File: config.mk
export PLATFORM = sky130hd
export DESIGN_NAME = pll_reprog_seq
export DESIGN_NICKNAME = d
export VERILOG_FILES = /design/src/rtl/pll_seq_pkg.sv /design/src/rtl/pll_lock_timer.sv /design/src/rtl/pll_rate_calc.sv /design/src/rtl/pll_reprog_seq.sv
export SDC_FILE = /design/constraint.sdc
export NUM_CORES = 1
export LEC_CHECK = 0
export CORE_ASPECT_RATIO = 1.5
export CORE_MARGIN = 5
export CORE_UTILIZATION = 54
export DETAILED_ROUTE_END_ITERATION = 12
export MAX_ROUTING_LAYER = met4
export PLACE_DENSITY_LB_ADDON = 0.1
export SYNTH_ARGS = -nofsm -noshare
export SYNTH_HDL_FRONTEND = slang
export SYNTH_HIERARCHICAL = 1
export SYNTH_SLANG_ARGS = --single-unit
File: constraint.sdc
create_clock -name clk -period 8.7 [get_ports clk]
set_input_delay 1.305 -clock clk [delete_from_list [all_inputs] [get_ports clk]]
set_output_delay 1.305 -clock clk [all_outputs]
set_load 0.05 [all_outputs]
File: src/rtl/pll_seq_pkg.sv
// Shared field positions and sequencer states for the PLL reprogramming block.
// Assumes a 32-bit control word; positions that the loop decodes are fixed here.
package pll_seq_pkg;
    localparam int REG_W     = 32;
    localparam int FB_W      = 8;
    localparam int OD_W      = 3;
    localparam int FB_LSB    = 20;
    localparam int OD_LSB    = 16;
    localparam int RST_BIT   = 2;
    localparam int XBYP_BIT  = 1;
    localparam int EN_BIT    = 0;
    localparam int LOCK1_BIT = 28;
    localparam int LOCK2_BIT = 29;

    typedef enum logic [2:0] {
        S_IDLE,
        S_RL_RST,
        S_RL_DIV,
        S_RL_REL,
        S_WAIT1,
        S_WAIT2,
        S_BY_DIV,
        S_BY_END
    } seq_state_t;
endpackage

File: src/rtl/pll_lock_timer.sv
// Timeout counter for one lock wait.
// Counts cycles while active and the awaited lock is absent; restarts on lock
// or when inactive. Assumes limit is stable during a wait.
module pll_lock_timer #(
    parameter int TMO_W = 16
) (
    input  logic             clk,
    input  logic             rst_n,
    input  logic             active,
    input  logic             lock,
    input  logic [TMO_W-1:0] limit,
    output logic             expired
);
    localparam logic [TMO_W-1:0] CNT_MAX = '1;

    logic [TMO_W-1:0] cnt;

    // Count waiting cycles, saturating, cleared outside a wait or on lock.
    always_ff @(posedge clk) begin
        if (!rst_n || !active || lock) begin
            cnt <= '0;
        end else if (cnt != CNT_MAX) begin
            cnt <= cnt + 1'b1;
        end
    end

    // Expiry when the wait has lasted past the limit without the lock.
    assign expired = active && !lock && (cnt >= limit);

    AST_EXPIRE_LEAVES_WAIT: assert property (@(posedge clk) disable iff (!rst_n)
        expired |=> !active);
endmodule

File: src/rtl/pll_rate_calc.sv
// Nominal output frequency from the reference and the divider fields.
// Bypass returns the reference unchanged; otherwise ref*(fb+1) >> od.
module pll_rate_calc
    import pll_seq_pkg::*;
#(
    parameter int REF_W = 32
) (
    input  logic [REF_W-1:0]        ref_rate,
    input  logic [FB_W-1:0]         fb,
    input  logic [OD_W-1:0]         od,
    input  logic                    bypass,
    output logic [REF_W+FB_W:0]     rate
);
    localparam int OUT_W = REF_W + FB_W + 1;

    logic [FB_W:0]     fb_plus;
    logic [OUT_W-1:0]  prod;

    // Multiply by the loop factor and shift by the post-divider exponent.
    always_comb begin
        fb_plus = {1'b0, fb} + {{FB_W{1'b0}}, 1'b1};
        prod    = OUT_W'(ref_rate) * OUT_W'(fb_plus);
        rate    = bypass ? OUT_W'(ref_rate) : (prod >> od);
    end
endmodule

File: src/rtl/pll_reprog_seq.sv
// Top of the PLL reprogramming sequencer.
// Owns the control word, picks a relock or a bypass-only sequence per request,
// waits on two lock indicators in order with a timeout, and reports the rate.
// Assumes lock inputs drop while loop reset is asserted.
module pll_reprog_seq
    import pll_seq_pkg::*;
#(
    parameter int REF_W = 32,
    parameter int TMO_W = 16
) (
    input  logic                  clk,
    input  logic                  rst_n,
    input  logic                  req_valid,
    input  logic [FB_W-1:0]       req_fb,
    input  logic [OD_W-1:0]       req_od,
    input  logic                  cmd_prepare,
    input  logic                  cmd_unprepare,
    input  logic                  cmd_enable,
    input  logic                  cmd_disable,
    input  logic                  lock_first,
    input  logic                  lock_second,
    input  logic [TMO_W-1:0]      tmo_limit,
    input  logic [REF_W-1:0]      ref_rate,
    output logic [REG_W-1:0]      ctrl_reg,
    output logic                  busy,
    output logic                  done,
    output logic                  err,
    output logic [REF_W+FB_W:0]   out_rate
);
    seq_state_t      state;
    logic [FB_W-1:0] fb_q, tgt_fb;
    logic [OD_W-1:0] od_q, tgt_od;
    logic            rst_q, byp_q, en_q;
    logic            prep_mode, done_q, err_q;
    logic            waiting, cur_lock, expired;

    // Select the lock indicator the current wait state observes.
    always_comb begin
        waiting  = (state == S_WAIT1) || (state == S_WAIT2);
        cur_lock = (state == S_WAIT1) ? lock_first : lock_second;
    end

    pll_lock_timer #(.TMO_W(TMO_W)) u_timer (
        .clk     (clk),
        .rst_n   (rst_n),
        .active  (waiting),
        .lock    (cur_lock),
        .limit   (tmo_limit),
        .expired (expired)
    );

    // Sequencer: one control-word write per step, each held at least a cycle.
    always_ff @(posedge clk) begin
        if (!rst_n) begin
            state     <= S_IDLE;
            fb_q      <= '0;
            od_q      <= '0;
            tgt_fb    <= '0;
            tgt_od    <= '0;
            rst_q     <= 1'b1;
            byp_q     <= 1'b1;
            en_q      <= 1'b0;
            prep_mode <= 1'b0;
            done_q    <= 1'b0;
            err_q     <= 1'b0;
        end else begin
            done_q <= 1'b0;
            case (state)
                S_IDLE: begin
                    if (req_valid) begin
                        tgt_fb    <= req_fb;
                        tgt_od    <= req_od;
                        byp_q     <= 1'b1;
                        err_q     <= 1'b0;
                        prep_mode <= 1'b0;
                        state     <= (req_fb != fb_q) ? S_RL_RST : S_BY_DIV;
                    end else if (cmd_prepare) begin
                        rst_q     <= 1'b0;
                        err_q     <= 1'b0;
                        prep_mode <= 1'b1;
                        state     <= S_WAIT1;
                    end else if (cmd_unprepare) begin
                        rst_q <= 1'b1;
                    end else if (cmd_enable) begin
                        en_q <= 1'b1;
                    end else if (cmd_disable) begin
                        en_q <= 1'b0;
                    end
                end
                S_RL_RST: begin
                    rst_q <= 1'b1;
                    state <= S_RL_DIV;
                end
                S_RL_DIV: begin
                    fb_q  <= tgt_fb;
                    od_q  <= tgt_od;
                    state <= S_RL_REL;
                end
                S_RL_REL: begin
                    rst_q <= 1'b0;
                    state <= S_WAIT1;
                end
                S_WAIT1: begin
                    if (lock_first) begin
                        state <= S_WAIT2;
                    end else if (expired) begin
                        err_q <= 1'b1;
                        byp_q <= 1'b1;
                        state <= S_IDLE;
                    end
                end
                S_WAIT2: begin
                    if (lock_second) begin
                        if (!prep_mode) begin
                            en_q  <= 1'b1;
                            byp_q <= 1'b0;
                        end
                        done_q <= 1'b1;
                        state  <= S_IDLE;
                    end else if (expired) begin
                        err_q <= 1'b1;
                        byp_q <= 1'b1;
                        state <= S_IDLE;
                    end
                end
                S_BY_DIV: begin
                    od_q  <= tgt_od;
                    state <= S_BY_END;
                end
                S_BY_END: begin
                    byp_q  <= 1'b0;
                    done_q <= 1'b1;
                    state  <= S_IDLE;
                end
                default: state <= S_IDLE;
            endcase
        end
    end

    // Assemble the control word from held fields and live lock status.
    always_comb begin
        ctrl_reg                     = '0;
        ctrl_reg[LOCK2_BIT]          = lock_second;
        ctrl_reg[LOCK1_BIT]          = lock_first;
        ctrl_reg[FB_LSB +: FB_W]     = fb_q;
        ctrl_reg[OD_LSB +: OD_W]     = od_q;
        ctrl_reg[RST_BIT]            = rst_q;
        ctrl_reg[XBYP_BIT]           = byp_q;
        ctrl_reg[EN_BIT]             = en_q;
    end

    assign busy = (state != S_IDLE);
    assign done = done_q;
    assign err  = err_q;

    pll_rate_calc #(.REF_W(REF_W)) u_rate (
        .ref_rate (ref_rate),
        .fb       (fb_q),
        .od       (od_q),
        .bypass   (byp_q),
        .rate     (out_rate)
    );

    AST_FB_UNDER_RESET: assert property (@(posedge clk) disable iff (!rst_n)
        !$stable(fb_q) |-> (rst_q && byp_q));
    AST_OD_UNDER_BYPASS: assert property (@(posedge clk) disable iff (!rst_n)
        !$stable(od_q) |-> byp_q);
    AST_LOCK_ORDER: assert property (@(posedge clk) disable iff (!rst_n)
        (state == S_WAIT2 && $past(state) == S_WAIT1) |-> $past(lock_first));
    AST_DONE_IDLE: assert property (@(posedge clk) disable iff (!rst_n)
        done_q |-> !busy);
    AST_DONE_ONE_CYCLE: assert property (@(posedge clk) disable iff (!rst_n)
        done_q |=> !done_q);
    AST_ERR_BYPASSED: assert property (@(posedge clk) disable iff (!rst_n)
        $rose(err_q) |-> byp_q);
endmodule

# After elaboration in Yosys (flattened, before gate mapping)
# Index checks and enable logic that the tools add are counted.
[op_classes]
addsub = 2
mul = 1
n_lt_le_gt_ge = 1
eq_ne = 21
shift = 1
mux = 37
reduce_logical = 22
[ops]
columns = ["op", "count"]
rows = [
  ["$mul 32x9->41", 1],
  ["$mux 41", 1],
  ["$shr 41x3->41", 1],
  ["$mux 1", 24],
  ["$pmux 3 s8", 1],
  ["$mux 3", 6],
  ["$add 16x1->16 const B", 1],
  ["$ge 16x16->1", 1],
  ["$ne 16x16->1 const B", 1],
  ["$ne 2x2->1 const B", 8],
  ["$eq 3x3->1 const B", 4],
  ["$ne 3x3->1 const B", 4],
  ["$add 8x1->9 const B", 1],
  ["$reduce_bool 3->1", 3],
  ["$ne 8x8->1", 1],
  ["$reduce_and 4->1", 2],
  ["$reduce_and 7->1", 1],
  ["$eq 3x2->1 const B", 2],
  ["$pmux 1 s3", 2],
  ["$pmux 1 s2", 2],
  ["$pmux 1 s4", 1],
  ["$reduce_and 2->1", 2],
  ["$reduce_bool 2->1", 2],
  ["$reduce_bool 4->1", 1],
  ["other kinds (7)", 12],
]
[word_totals]
reg_bits = 47
input_bits = 68
output_inout_bits = 76
word_cells = 97

# Depth between registers and ports, before layout
[logic_depth]
ltp_word = 8
mapped_depth = 24
depth_no_buf = 22

# By module
# The synthesis kept the hierarchy.
[by_module_without_submodules]
columns = ["module", "n_inst", "cells_per_inst", "area_per_inst_um2", "seq_area_each_um2"]
rows = [
  ["pll_rate_calc", 1, 1445, 11593.6, 0.0],
  ["pll_reprog_seq", 1, 199, 1639.1, 620.6],
  ["pll_lock_timer", 1, 169, 1320.0, 320.3],
]

# Worst setup path before layout
# OpenSTA, ideal clock, no wires.
[synth_timing]
kind = "flip-flop to output port"
startpoint = "register fb_q[0]"
endpoint = "output out_rate[35]"
t_arrival_ps = 7253
t_required_ps = 7395
setup_slack_ps = 142
path_stages_with_launch = 23
n_path_buf = 1
cell_sequence = "dfxtp_1 -> ha_1 -> nand3_1 -> nor2_1 -> clkbuf_1 -> nand2_1 -> fa_1 -> fa_1 -> inv_1 -> fa_1 -> inv_1 -> fa_1 -> inv_1 -> ha_1 -> o211ai_1 -> a21oi_1 -> nor2_1 -> o22a_2 -> o211a_1 -> o21ai_0 -> xnor2_1 -> a211oi_1 -> o32ai_1"
[synth_between]
elab_chain_cells = 4
[synth_lines]
columns = ["item", "line_no", "text"]
rows = [
  ["start: declaration", "pll_reprog_seq.sv:31", "logic [FB_W-1:0] fb_q, tgt_fb;"],
  ["start signal: assignment", "pll_reprog_seq.sv:95", "fb_q <= tgt_fb;"],
  ["$add 8x1->9", "pll_rate_calc.sv:21", "fb_plus = {1'b0, fb} + {{FB_W{1'b0}}, 1'b1};"],
  ["$mul 32x9->41", "pll_rate_calc.sv:22", "prod = OUT_W'(ref_rate) * OUT_W'(fb_plus);"],
  ["$shr 41x3->41", "pll_rate_calc.sv:23", "rate = bypass ? OUT_W'(ref_rate) : (prod >> od);"],
  ["$mux 41", "pll_rate_calc.sv:23", ""],
  ["end: declaration", "pll_reprog_seq.sv:28", "output logic [REF_W+FB_W:0] out_rate"],
]
# No other way between the ends.

# Worst setup path after layout
[layout_timing]
startpoint = "input ref_rate[16]"
endpoint = "output out_rate[20]"
[layout_between]
elab_chain_cells = 3
[layout_lines]
columns = ["item", "line_no", "text"]
rows = [
  ["start: declaration", "pll_reprog_seq.sv:23", "input logic [REF_W-1:0] ref_rate,"],
  ["$mul 32x9->41", "pll_rate_calc.sv:22", ""],
  ["$shr 41x3->41", "pll_rate_calc.sv:23", ""],
  ["$mux 41", "pll_rate_calc.sv:23", ""],
]
# No other way between the ends.

==> impl_metrics.json <==
{
  "setup_ws_ns": 0.159,
  "htree_levels": 2,
  "cap_violations": 0,
  "slowest_stage": "mux4_2",
  "status": "finished, final reports clean",
  "antenna_found_initial": 0,
  "clk_pin_slew_worst_paths_ns": 0.07,
  "yosys.area.top_type": "fa_1",
  "crit_path_end_kind": "primary output",
  "synth_edf_count": 0,
  "cp.arrival_ns": 7.24,
  "path_buf_inv": 9,
  "p_int_mw": 1.03,
  "yosysTopAreaCellShare_pct": 29.0,
  "diodes": 0,
  "dp_cells": 2337,
  "io_buffers": 127,
  "p_total_mw": 2.02,
  "ant_nets": 0,
  "drive_gt1_share_pct": 16.6,
  "hold_slack_ns": 0.445,
  "drt_iter0_drc": 683,
  "drc": 0,
  "grt_pass1_wl_um": 71900,
  "cts_tree": "built",
  "coreArea_um2": 26600,
  "grt_pass1_vias": 14400,
  "power_density_nw_per_um2": 113,
  "ios": 144,
  "layout.nets": 2370,
  "num_vias": 13600,
  "cts.path.max_buffers": 2,
  "finClkSkew_ns": 0.00264,
  "cts_hold_buf": 0,
  "pre_cts_slack_ns": -0.297,
  "postLayoutCoreUtil_pct": 67.2,
  "finalCritPeriodShare_pct": 98.2,
  "pwr-share-comb_pct": 74.6,
  "swShare_pct": 49.0,
  "drv_slew": 0,
  "layout_common_cells": "inv_1, fa_1, nand2_1",
  "fin_setup_tns_ns": 0,
  "syn_avg_cell_area_um2": 8.03,
  "vdd_drop_max_mv": 0.223,
  "fmax_mhz": 117,
  "synthArstFlopShare_pct": 0,
  "min_period_ns": 8.54,
  "final-setup-viol-count": 0,
  "hp-class": "flop to flop",
  "path_cells": "clkdlybuf4s50_1 > buf_4 > nand2b_1 > fa_1 > inv_1 > fa_1 > fa_1 > inv_1 > fa_1 > inv_1 > ha_1 > buf_4 > and4_2 > and3_1 > a221o_1 > a21oi_1 > xnor2_1 > mux4_2 > a22oi_1 > buf_4 > o21ai_0 > buf_4 > buf_12",
  "detail_route.vias_per_cell": 5.77,
  "path_class": "input port to primary output",
  "syn_inst": 1813,
  "grt_usage_pct": 30.5,
  "start_util_pct": 54.8,
  "leakage_nw": 8.73,
  "hold_viol_final": 0,
  "ys_ff_latch": 47,
  "p_clk_share_pct": 11.6,
  "design_area_um2": 17900,
  "yosysSeqAreaShare_pct": 6.47,
  "startpoint_type": "input port",
  "clk_latency_ns": 0.30,
  "tightest_slew_ns": 1.01,
  "drtPass1Iterations": 6,
  "switchingPower_mw": 0.988,
  "overflow": 0,
  "ys_top_cells_by_area": "fa_1, inv_1, ha_1",
  "yosys_warnings": 6,
  "rows": 73,
  "drt_wl_total_um": 45000,
  "area_growth_pct": 22.7,
  "relSlewSlack_pct": 32.5,
  "synthFlopType": "dfxtp_1",
  "cts.sinks": 47,
  "postPlaceCellArea_um2": 17400,
  "critPathMaxStageDelay_ns": 0.56,
  "synth_area_um2": 14600,
  "place_hpwl_um": 36500,
  "grt_start_max_net_pins": 49,
  "synth_cell_types": 96,
  "gp_congestion": 0.994,
  "rsz0062_at_grt": "yes",
  "seq_power_share_pct": 13.8,
  "routedWlPerCell_um": 19.2,
  "worst_path_dominant_cell_family": "adder cells",
  "ctsRootBufferMaster": "clkbuf_16",
  "fp.dieW_um": 144,
  "critPathMaxFanout": 5,
  "die_height_um": 211,
  "mostFrequentLayoutCell": "inv_1",
  "die_area_um2": 30400,
  "crit_required_ns": 7.39,
  "cts_made_buffers": 5,
  "finalNonFillerCells": 2350
}
power groups by stage:
stage	combinational (mW)	sequential [mW]	clock, mW
after global placement	1.44	0.282	0
after CTS	1.46	0.278	0.238
after global routing	1.64	0.284	0.249
final	1.50	0.279	0.234
after detailed placement	1.45	0.283	0
after floorplan	0.965	0.269	0
cell type report:
type / instances / area, um^2
clock buffer: 6 / 139
clock inverter: 2 / 38.8
fill: 2351 / 8730
inverter: 277 / 1040
multi-input combinational: 1360 / 12200
sequential: 47 / 942
tap: 337 / 422
timing repair buffer: 321 / 3110
synth_stat cells (all sizes together), types with 21 or more instances:
master  count
nand3      35
and2       98
nand2     204
a21oi     105
dfxtp      47
buf        75
clkbuf     69
inv       276
a211oi     21
nand2b     46
nor2b      95
mux2i      40
ha         79
o21ai      64
nor2       62
xnor2      26
fa        211
worst register-to-register path, stage by stage, from the launching register on:
cell	delay, ns
dfxtp_1	0.87
inv_1	0.25
nor3_1	0.21
mux2_1	0.38
nand4b_1	0.19
nor2_1	0.14
nand2_1	0.06
o21ai_0	0.53
o21ai_1	0.15
a21o_1	0.20
o2111a_1	0.13
repair_timing:
item | in CTS | in global routing
setup endpoints to repair | 19 | 25
resized for setup | 10 | 57
buffers inserted | 0 | 5
pin swaps | 1 | 19
flip-flops by register name (all words and copies together) (netlist names), 3 cells and up:
| name | count |
|---|---|
| tgt_fb | 8 |
| state | 3 |
| od_q | 3 |
| u_timer/cnt | 16 |
| tgt_od | 3 |
| fb_q | 8 |
worst paths after layout:
kind,from,to,slack (ns),cells after the start
min reg2reg,tgt_fb[1],fb_q[1],0.44,2
max reg2reg,state[2],state[2],5.49,10
max,ref_rate[16],out_rate[20],0.16,23
min,tgt_fb[1],fb_q[1],0.44,2
kinds of logic (layout without fill, tap and decap cells):
logic type | count (synthesis) | count (layout) | synth area share, %
and+or+nand+nor | 625 | 625 | 22.6
buffers and inverters | 421 | 606 | 12.1
AOI/OAI and AO/OA | 326 | 326 | 15.2
adders and majority gates | 290 | 290 | 35.8
muxes | 61 | 61 | 5.30
DFF | 47 | 47 | 6.47
xor gates and xnor gates | 42 | 42 | 2.53
other | 1 | 16 | 0.0258
layer usage:
layer / track usage [%] / vias up / routed length (um)
li1: - / 6255 / -
met5: - / - / 0
met2: 56.2 / 490 / 24600
met4: 17.5 / 0 / 2890
met1: 31.5 / 6655 / 15700
met3: 1.93 / 155 / 1800
No activity file was read; power rests on OpenSTA's default activity.
